## config.mk

```make
export PLATFORM = sky130hd
export DESIGN_NAME = cell_ack_gen
export DESIGN_NICKNAME = d
export VERILOG_FILES = /design/src/rtl/cell_ack_gen_pkg.sv /design/src/rtl/cell_ack_gen_patregs.sv /design/src/rtl/cell_ack_gen_select.sv /design/src/rtl/cell_ack_gen_shifter.sv /design/src/rtl/cell_ack_gen.sv
export SDC_FILE = /design/constraint.sdc
export NUM_CORES = 1
export LEC_CHECK = 0
export BUFFER_PORTS_ARGS = -buffer_cell sky130_fd_sc_hd__buf_4
export CAP_MARGIN = 20
export CORE_ASPECT_RATIO = 1.5
export CORE_MARGIN = 2
export CORE_UTILIZATION = 40
export DETAILED_ROUTE_END_ITERATION = 8
export PLACE_DENSITY = 0.62
export RECOVER_POWER = 25
export SYNTH_ARGS = -nofsm -noshare
export SYNTH_HDL_FRONTEND = slang
export SYNTH_SLANG_ARGS = --single-unit
export TNS_END_PERCENT = 5
```

## constraint.sdc

```tcl
create_clock -name clk -period 1.5 [get_ports clk]
set_input_delay 0.15 -clock clk [delete_from_list [all_inputs] [get_ports clk]]
set_output_delay 0.15 -clock clk [all_outputs]
set_load 0.05 [all_outputs]
```

## src/rtl/cell_ack_gen_pkg.sv

```systemverilog
package cell_ack_gen_pkg;
  typedef enum logic [1:0] {
    CAUSE_NONE   = 2'd0,
    CAUSE_COLL   = 2'd1,
    CAUSE_DEAD   = 2'd2,
    CAUSE_PARITY = 2'd3
  } cause_e;

  localparam int unsigned N_PAT = 4;
  localparam int unsigned PAT_IDLE = 0;
endpackage

```

## src/rtl/cell_ack_gen_patregs.sv

```systemverilog
module cell_ack_gen_patregs #(
  parameter int unsigned PKT_W = 4,
  parameter logic [PKT_W-1:0] DEF_IDLE = '0,
  parameter logic [PKT_W-1:0] DEF_COLL = '0,
  parameter logic [PKT_W-1:0] DEF_DEAD = '0,
  parameter logic [PKT_W-1:0] DEF_PAR  = '0
) (
  input  logic                                  clk,
  input  logic                                  rst_n,
  input  logic                                  we_i,
  input  logic [1:0]                            addr_i,
  input  logic [PKT_W-1:0]                      wdata_i,
  output logic [cell_ack_gen_pkg::N_PAT-1:0][PKT_W-1:0] pat_o
);
  always_ff @(posedge clk) begin
    if (!rst_n) begin
      pat_o <= {DEF_PAR, DEF_DEAD, DEF_COLL, DEF_IDLE};
    end else if (we_i) begin
      pat_o[addr_i] <= wdata_i;
    end
  end

  AST_CFG_HOLD: assert property (@(posedge clk) disable iff (!rst_n)
    !we_i |=> $stable(pat_o));
endmodule

```

## src/rtl/cell_ack_gen_select.sv

```systemverilog
module cell_ack_gen_select
  import cell_ack_gen_pkg::*;
#(
  parameter int unsigned PKT_W   = 4,
  parameter int unsigned ACK_OFS = 6
) (
  input  logic                         clk,
  input  logic                         rst_n,
  input  logic                         soc_i,
  input  logic                         cell_vld_i,
  input  logic [1:0]                   cause_i,
  input  logic                         dn_vld_i,
  input  logic [PKT_W-1:0]             dn_pkt_i,
  input  logic [N_PAT-1:0][PKT_W-1:0]  pat_i,
  output logic                         load_o,
  output logic [PKT_W-1:0]             pkt_o
);
  localparam int unsigned CW = $clog2(ACK_OFS + 1);
  localparam logic [CW-1:0] LAST = CW'(ACK_OFS - 1);

  logic          active;
  logic [CW-1:0] cnt;
  logic          slot_vld;
  cause_e        slot_cause;
  logic          dn_have;
  logic [PKT_W-1:0] dn_hold;
  logic          use_local, use_relay, use_idle;

  always_ff @(posedge clk) begin
    if (!rst_n) begin
      active     <= 1'b0;
      cnt        <= '0;
      slot_vld   <= 1'b0;
      slot_cause <= CAUSE_NONE;
      dn_have    <= 1'b0;
      dn_hold    <= '0;
    end else if (soc_i) begin
      active     <= 1'b1;
      cnt        <= '0;
      slot_vld   <= cell_vld_i;
      slot_cause <= cause_e'(cause_i);
      dn_have    <= 1'b0;
    end else if (active) begin
      if (cnt == LAST) active <= 1'b0;
      else             cnt    <= cnt + 1'b1;
      if (dn_vld_i) begin
        dn_have <= 1'b1;
        dn_hold <= dn_pkt_i;
      end
    end
  end

  assign load_o = active && !soc_i && (cnt == LAST);

  always_comb begin
    use_local = slot_vld && (slot_cause != CAUSE_NONE);
    use_relay = slot_vld && (slot_cause == CAUSE_NONE) && (dn_vld_i || dn_have);
    use_idle  = !use_local && !use_relay;
    if (use_local)      pkt_o = pat_i[slot_cause];
    else if (!use_relay) pkt_o = pat_i[PAT_IDLE];
    else if (dn_vld_i)   pkt_o = dn_pkt_i;
    else                 pkt_o = dn_hold;
  end

  AST_ONE_SOURCE: assert property (@(posedge clk) disable iff (!rst_n)
    load_o |-> $countones({use_local, use_relay, use_idle}) == 1);
  AST_DN_CLEARED: assert property (@(posedge clk) disable iff (!rst_n)
    soc_i |=> !dn_have);
  AST_SLOT_CLOSED: assert property (@(posedge clk) disable iff (!rst_n)
    load_o |=> !active);
endmodule

```

## src/rtl/cell_ack_gen_shifter.sv

```systemverilog
module cell_ack_gen_shifter #(
  parameter int unsigned PKT_W = 4
) (
  input  logic             clk,
  input  logic             rst_n,
  input  logic             load_i,
  input  logic [PKT_W-1:0] pkt_i,
  output logic             ack_o
);
  localparam int unsigned LW = $clog2(PKT_W + 1);

  logic [PKT_W-1:0] sh;
  logic [LW-1:0]    left;

  always_ff @(posedge clk) begin
    if (!rst_n) begin
      sh   <= '0;
      left <= '0;
    end else if (load_i) begin
      sh   <= pkt_i;
      left <= LW'(PKT_W);
    end else if (left != '0) begin
      sh   <= {sh[PKT_W-2:0], 1'b0};
      left <= left - 1'b1;
    end
  end

  assign ack_o = sh[PKT_W-1];

  AST_LINE_QUIET: assert property (@(posedge clk) disable iff (!rst_n)
    (left == '0) |-> !ack_o);
  AST_MSB_FIRST: assert property (@(posedge clk) disable iff (!rst_n)
    load_i |=> ack_o == $past(pkt_i[PKT_W-1]));
endmodule

```

## src/rtl/cell_ack_gen.sv

```systemverilog
module cell_ack_gen
  import cell_ack_gen_pkg::*;
#(
  parameter int unsigned PKT_W   = 4,
  parameter int unsigned ACK_OFS = 6,
  parameter logic [PKT_W-1:0] DEF_IDLE = 4'b0000,
  parameter logic [PKT_W-1:0] DEF_COLL = 4'b1001,
  parameter logic [PKT_W-1:0] DEF_DEAD = 4'b1010,
  parameter logic [PKT_W-1:0] DEF_PAR  = 4'b1100
) (
  input  logic             clk,
  input  logic             rst_n,
  input  logic             soc_i,
  input  logic             cell_vld_i,
  input  logic [1:0]       drop_cause_i,
  input  logic             dn_vld_i,
  input  logic [PKT_W-1:0] dn_pkt_i,
  input  logic             cfg_we_i,
  input  logic [1:0]       cfg_addr_i,
  input  logic [PKT_W-1:0] cfg_wdata_i,
  output logic             ack_o
);
  logic [N_PAT-1:0][PKT_W-1:0] pat;
  logic             load;
  logic [PKT_W-1:0] pkt;

  cell_ack_gen_patregs #(
    .PKT_W(PKT_W), .DEF_IDLE(DEF_IDLE), .DEF_COLL(DEF_COLL),
    .DEF_DEAD(DEF_DEAD), .DEF_PAR(DEF_PAR)
  ) u_regs (
    .clk(clk), .rst_n(rst_n), .we_i(cfg_we_i), .addr_i(cfg_addr_i),
    .wdata_i(cfg_wdata_i), .pat_o(pat)
  );

  cell_ack_gen_select #(.PKT_W(PKT_W), .ACK_OFS(ACK_OFS)) u_sel (
    .clk(clk), .rst_n(rst_n), .soc_i(soc_i), .cell_vld_i(cell_vld_i),
    .cause_i(drop_cause_i), .dn_vld_i(dn_vld_i), .dn_pkt_i(dn_pkt_i),
    .pat_i(pat), .load_o(load), .pkt_o(pkt)
  );

  cell_ack_gen_shifter #(.PKT_W(PKT_W)) u_shift (
    .clk(clk), .rst_n(rst_n), .load_i(load), .pkt_i(pkt), .ack_o(ack_o)
  );
endmodule

```

* Yosys cells after proc, flatten, opt, wreduce, memory -nomap -nowiden
Index checks and enable logic that the tools add are counted.
Storage, ports and cells: register bits after elaboration 35, latch bits 0, bits in writable memories 0, ROM bits 0, input bits 18, memories kept 0
Operators by class: $add $sub $neg 2, multiply operators 0, divide/modulo/power cells 0, $lt $le $gt $ge 3, equal/unequal tests 1, shift-type cells 0, mux-type cells 15, bitwise logic cells 3, reduce and logical (&&, ||, !) cells 17
Operators by type and width (number):
- 4-bit two-way mux | 7
- 16-bit bitwise mux | 1
- 4-bit binary-select mux with 2-bit select | 1
- 4-bit demux with 2-bit select | 1
- 1-bit logical AND | 6
- 2-bit by 3-bit < comparator with 1-bit output (second input constant) | 2
- 3-bit two-way mux | 2
- 2-bit AND reduction | 3
- 2-bit nonzero test | 2
- 2-bit OR reduction | 2
- 3-bit by 1-bit adder with 3-bit output (second input constant) | 1
- 3-bit == test (second input constant) | 1
- 1-bit two-way mux | 3
- 1-bit NOT | 3
- 3-bit nonzero test | 1
- 3-bit by 1-bit subtractor with 3-bit output (second input constant) | 1
- 2-bit by 1-bit greater-or-equal comparator with 1-bit output (second input constant) | 1
- 2-bit logical NOT | 1
- 1-bit logical NOT | 1
- 1-bit logical OR | 1

* Longest topological paths before layout
depth in word-level cells 6, mapped depth 7, gate-level depth less buffers 6

* Modules after synthesis
A second synthesis with hierarchy kept.
Unflattened totals: cell total of the unflattened synthesis 167, area, all modules 1745.4 sq um
By module, submodules not included:
- cell_ack_gen_select | times used 1, cells an instance 72, area an instance 735.7 sq um
- cell_ack_gen_patregs | times used 1, cells an instance 60, area an instance 634.4 sq um
- cell_ack_gen_shifter | times used 1, cells an instance 35, area an instance 375.4 sq um

* Worst setup path after synthesis
OpenSTA, ideal clock, no wires.
path type flip-flop to flip-flop, from register u_shift.left[0], to register u_shift.sh[3], library setup time 122 ps, data arrival time 1327 ps, required time 1378 ps, setup slack 51 ps, stages on the path, launching flop included 8, cell sequence dfxtp_1 inv_1 ha_1 ha_1 clkbuf_1 mux2i_1 nand2_1 o311a_1
Between the ends: word-level cells in the longest chain between the ends 2
Ends and longest elaborated chain:
- from (decl) | RTL line cell_ack_gen_shifter.sv:13 | logic [LW-1:0] left;
- from (signal assigned) | RTL line cell_ack_gen_shifter.sv:21 | left <= LW'(PKT_W);
- from (signal assigned) | RTL line cell_ack_gen_shifter.sv:24 | left <= left - 1'b1;
- 3-bit nonzero test | RTL line cell_ack_gen_shifter.sv:22 | end else if (left != '0) begin
- 2-bit nonzero test (no line)
- to (signal assigned) | RTL line cell_ack_gen_shifter.sv:20 | sh <= pkt_i;
- to (signal assigned) | RTL line cell_ack_gen_shifter.sv:23 | sh <= {sh[PKT_W-2:0], 1'b0};
- to (decl) | RTL line cell_ack_gen_shifter.sv:12 | logic [PKT_W-1:0] sh;
No other way between the ends. A chain may end at the register's enable or synchronous reset.

* Worst setup path after layout
from register u_sel.cnt[0], to register u_shift.sh[3]
Between the ends: word-level cells in the longest chain between the ends 3
Ends and longest elaborated chain:
- from (decl) | RTL line cell_ack_gen_select.sv:22 | logic [CW-1:0] cnt;
- from (signal assigned) | RTL line cell_ack_gen_select.sv:45 | else cnt <= cnt + 1'b1;
- 3-bit == test (*) | RTL line cell_ack_gen_select.sv:53 | assign load_o = active && !soc_i && (cnt == LAST);
- 1-bit logical AND (*) | RTL line cell_ack_gen_select.sv:53
- 4-bit two-way mux / 2-bit nonzero test (equally long branches)
Mark *: on every way between the ends. The rest lies on a longest branch, timed or not.

==> flow_metrics.tcl <==
set metrics [dict create \
    clk_path_buf_depth 2 \
    timing.setup.tns_ns 0 \
    drtPass1Iterations 4 \
    dpl.cell_count 223 \
    syn-num-nets 188 \
    grt_max_degree 32 \
    dp_hpwl_mm 2.40 \
    grt_usage_pct 14.5 \
    tightest_slew_ns 0.419 \
    root_buffer "clkbuf_8" \
    power_mw 2.26 \
    yosysWarnings 0 \
    ctsResizeCount 0 \
    powerDensity_nw_per_um2 1160 \
    port_buffers 18 \
    path_max_fanout 7 \
    finClkSkew_ns 0.00293 \
    synth_seq_cells 35 \
    syn_to_final_growth_pct 17.4 \
    die_area_um2 4710 \
    gp_congestion 0.766 \
    yosysTopAreaCellShare_pct 42.1 \
    start_kind "flop" \
    cap_violations 0 \
    avgSynthCellArea_um2 10.1 \
    core.rowCount 28 \
    io_pins 19 \
    hp-start "cfg_wdata_i[1]" \
    wire_per_inst_um 13.8 \
    grt_pass1_vias 1170 \
    grt-ovfl-total 0 \
    grt_pass1_wl_mm 5.33 \
    clk_pin_slew_ns 0.07 \
    antenna_found_initial 0 \
    cp_top_family "compound AO/OA/AOI/OAI gates" \
    insertion_delay_ns 0.28 \
    drt_iter0_drc 15 \
    antennaDiodeCount 0 \
    r2r-start "u_sel.cnt[0]$_SDFFE_PP0P_" \
    synthTopCellsByArea "dfxtp_1, mux2i_1, nor2b_1" \
    cp.required_ns 1.67 \
    slowest_stage "o311a_1" \
    routed-via-count 1194 \
    wirelength_mm 3.18 \
    period_share_pct 91.6 \
    rr_worst_depth 3 \
    cts_sinks 35 \
    hold_violations 0 \
    slew_violations 0 \
    whs_endpoint "u_regs.pat_o[9]$_SDFFE_PN1P_" \
    cts_tree "built" \
    nets 208 \
    cp_data_arrival_time_ns 1.55 \
    seq_area_frac_synth_pct 42.1 \
    slowest_delay_ns 0.41 \
    start_util_pct 42.1 \
    period_needed_ns 1.37 \
    post_cts_buffers 0 \
    ant_nets 0 \
    worstSetupEndpointType "flop" \
    cts_buffers 5 \
    yosysTopAreaCell "dfxtp_1" \
    outcome "finished, final reports clean" \
    die_x_um 56.7 \
    rrSetupSlack_ns 0.13 \
    rsz0062_at_grt "false" \
    instances_no_fill 231 \
    cts_htree_levels 2 \
    reg2reg_to "u_shift.sh[3]$_SDFFE_PN0P_" \
    ctsHoldBuffers 0 \
    die_y_um 83.0 \
    leakagePower_nw 0.922 \
    syn-cell-area_um2 1670 \
    setup_ws_ns 0.127 \
    peakVddDrop_uv 711 \
    synthCells 165 \
    drive_gt1_share_pct 17.7 \
    drc_errors 0 \
    pre_cts_slack_ns 0.0503 \
    coreArea_um2 3960 \
    max_slew_margin_pct 71.9 \
    min_path_cells 3 \
    cp_num_buf_inv 0 \
    fmax_mhz 728 \
    finalSetupViolCount 0 \
    hp-class "in2reg" \
    crit_chain "ha_1 > nand4b_2 > o311a_1" \
    worstSetupPathType "reg2reg" \
    viasPerCell 5.17 \
    synth_cell_types 25 \
]
## per-layer routing
layer  vias to the layer above  GRT usage, %  share of wire, %
li1                        611             -                 -
met5                         -             0                 0
met4                         0          5.19               1.3
met1                       559          15.1                41
met3                         6          4.36               3.4
met2                        18          26.5                54
## worst reg2reg max path, stage by stage (launching register included)
cell      delay, ns
dfxtp_1        0.39
ha_1           0.23
nand4b_2       0.24
o311a_1        0.41
## worst max-delay path by stage
| stage | startpoint | endpoint | cells after the start |
|---|---|---|---|
| after floorplan | u_shift.left[0]$_SDFFE_PP0P_ | u_shift.sh[3]$_SDFFE_PN0P_ | 7 |
| after global placement | u_shift.left[0]$_SDFFE_PP0P_ | u_shift.sh[1]$_SDFFE_PN0P_ | 6 |
| after detailed placement | u_shift.left[0]$_SDFFE_PP0P_ | u_shift.sh[2]$_SDFFE_PN0P_ | 6 |
| after CTS | u_shift.left[0]$_SDFFE_PP0P_ | u_shift.sh[2]$_SDFFE_PN0P_ | 6 |
| after global routing | u_sel.cnt[0]$_SDFFE_PP0P_ | u_shift.sh[3]$_SDFFE_PN0P_ | 3 |
| final | u_sel.cnt[0]$_SDFFE_PP0P_ | u_shift.sh[3]$_SDFFE_PN0P_ | 3 |
## metrics by stage
| step | utilization, % | cell area, um^2 | hold WS [ns] |
|---|---|---|---|
| after floorplan | - | 1670 | 0.275 |
| after global placement | 46.4 | 1840 | 0.398 |
| after detailed placement | 46.4 | 1840 | 0.405 |
| after CTS | 49.4 | 1960 | 0.106 |
| after global routing | 49.4 | 1950 | 0.109 |
| final | 49.4 | 1950 | 0.106 |
## placed cells by master, fill, tap and decap left out
cell type,count
mux2i_1,39
nand3b_1,3
nor2b_1,17
a21boi_0,1
clkbuf_8,6
xor2_1,2
ha_2,1
o21ai_1,1
clkinv_2,1
nor3b_2,1
nand2_1,17
clkbuf_1,1
dfxtp_1,35
nor2_1,8
bufinv_16,1
o211ai_4,1
xnor2_1,1
nand4b_2,1
ha_1,4
inv_1,6
a211oi_1,5
o311a_1,4
a21boi_2,1
o21a_1,1
a21oi_1,6
nand2b_1,1
nand3_1,1
buf_4,20
## registers in the layout, indices dropped and copies added (netlist names)
register          cells
u_sel.active          1
u_sel.slot_vld        1
u_sel.dn_have         1
u_regs.pat_o         16
u_shift.left          3
u_sel.slot_cause      2
u_shift.sh            4
u_sel.dn_hold         4
u_sel.cnt             3
## layout make-up
class | instances | area [um^2]
Clock buffer | 6 | 82.6
Clock inverter | 2 | 35.0
Fill cell | 394 | 2000
Inverter | 6 | 22.5
Multi-Input combinational cell | 116 | 903
Sequential cell | 35 | 701
Tap cell | 45 | 56.3
Timing Repair Buffer | 21 | 154
## report_power, final
part / internal [mW] / total [mW] / switching (mW) / leakage [nW]
combinational: 0.186 / 0.379 / 0.193 / 0.576
clock: 0.537 / 0.870 / 0.333 / 0.0612
sequential: 0.980 / 1.02 / 0.0355 / 0.285
total: 1.70 / 2.26 / 0.561 / 0.922
## cell families (layout without fill, tap and decap cells)
logic type | count (synthesis) | after routing | synth area share, %
and+or+nand+nor | 49 | 49 | 15.7
muxes | 39 | 39 | 23.4
DFF | 35 | 35 | 42.1
AOI/OAI and AO/OA | 20 | 20 | 9.62
buffers and inverters | 14 | 35 | 3.83
adders and majority gates | 5 | 5 | 3.76
xor gates and xnor gates | 3 | 3 | 1.58
## synthesized netlist by cell type (all sizes together)
master / n
nand4b: 1
inv: 6
nor2b: 17
mux2i: 39
nand2: 17
a21oi: 6
o21a: 1
nand3: 1
a211oi: 5
nor2: 8
a21boi: 2
xnor2: 1
o311a: 4
ha: 5
o211ai: 1
clkbuf: 4
nand3b: 3
nand2b: 1
buf: 4
dfxtp: 35
o21ai: 1
xor2: 2
nor3b: 1
No activity file was read; power rests on OpenSTA's default activity.
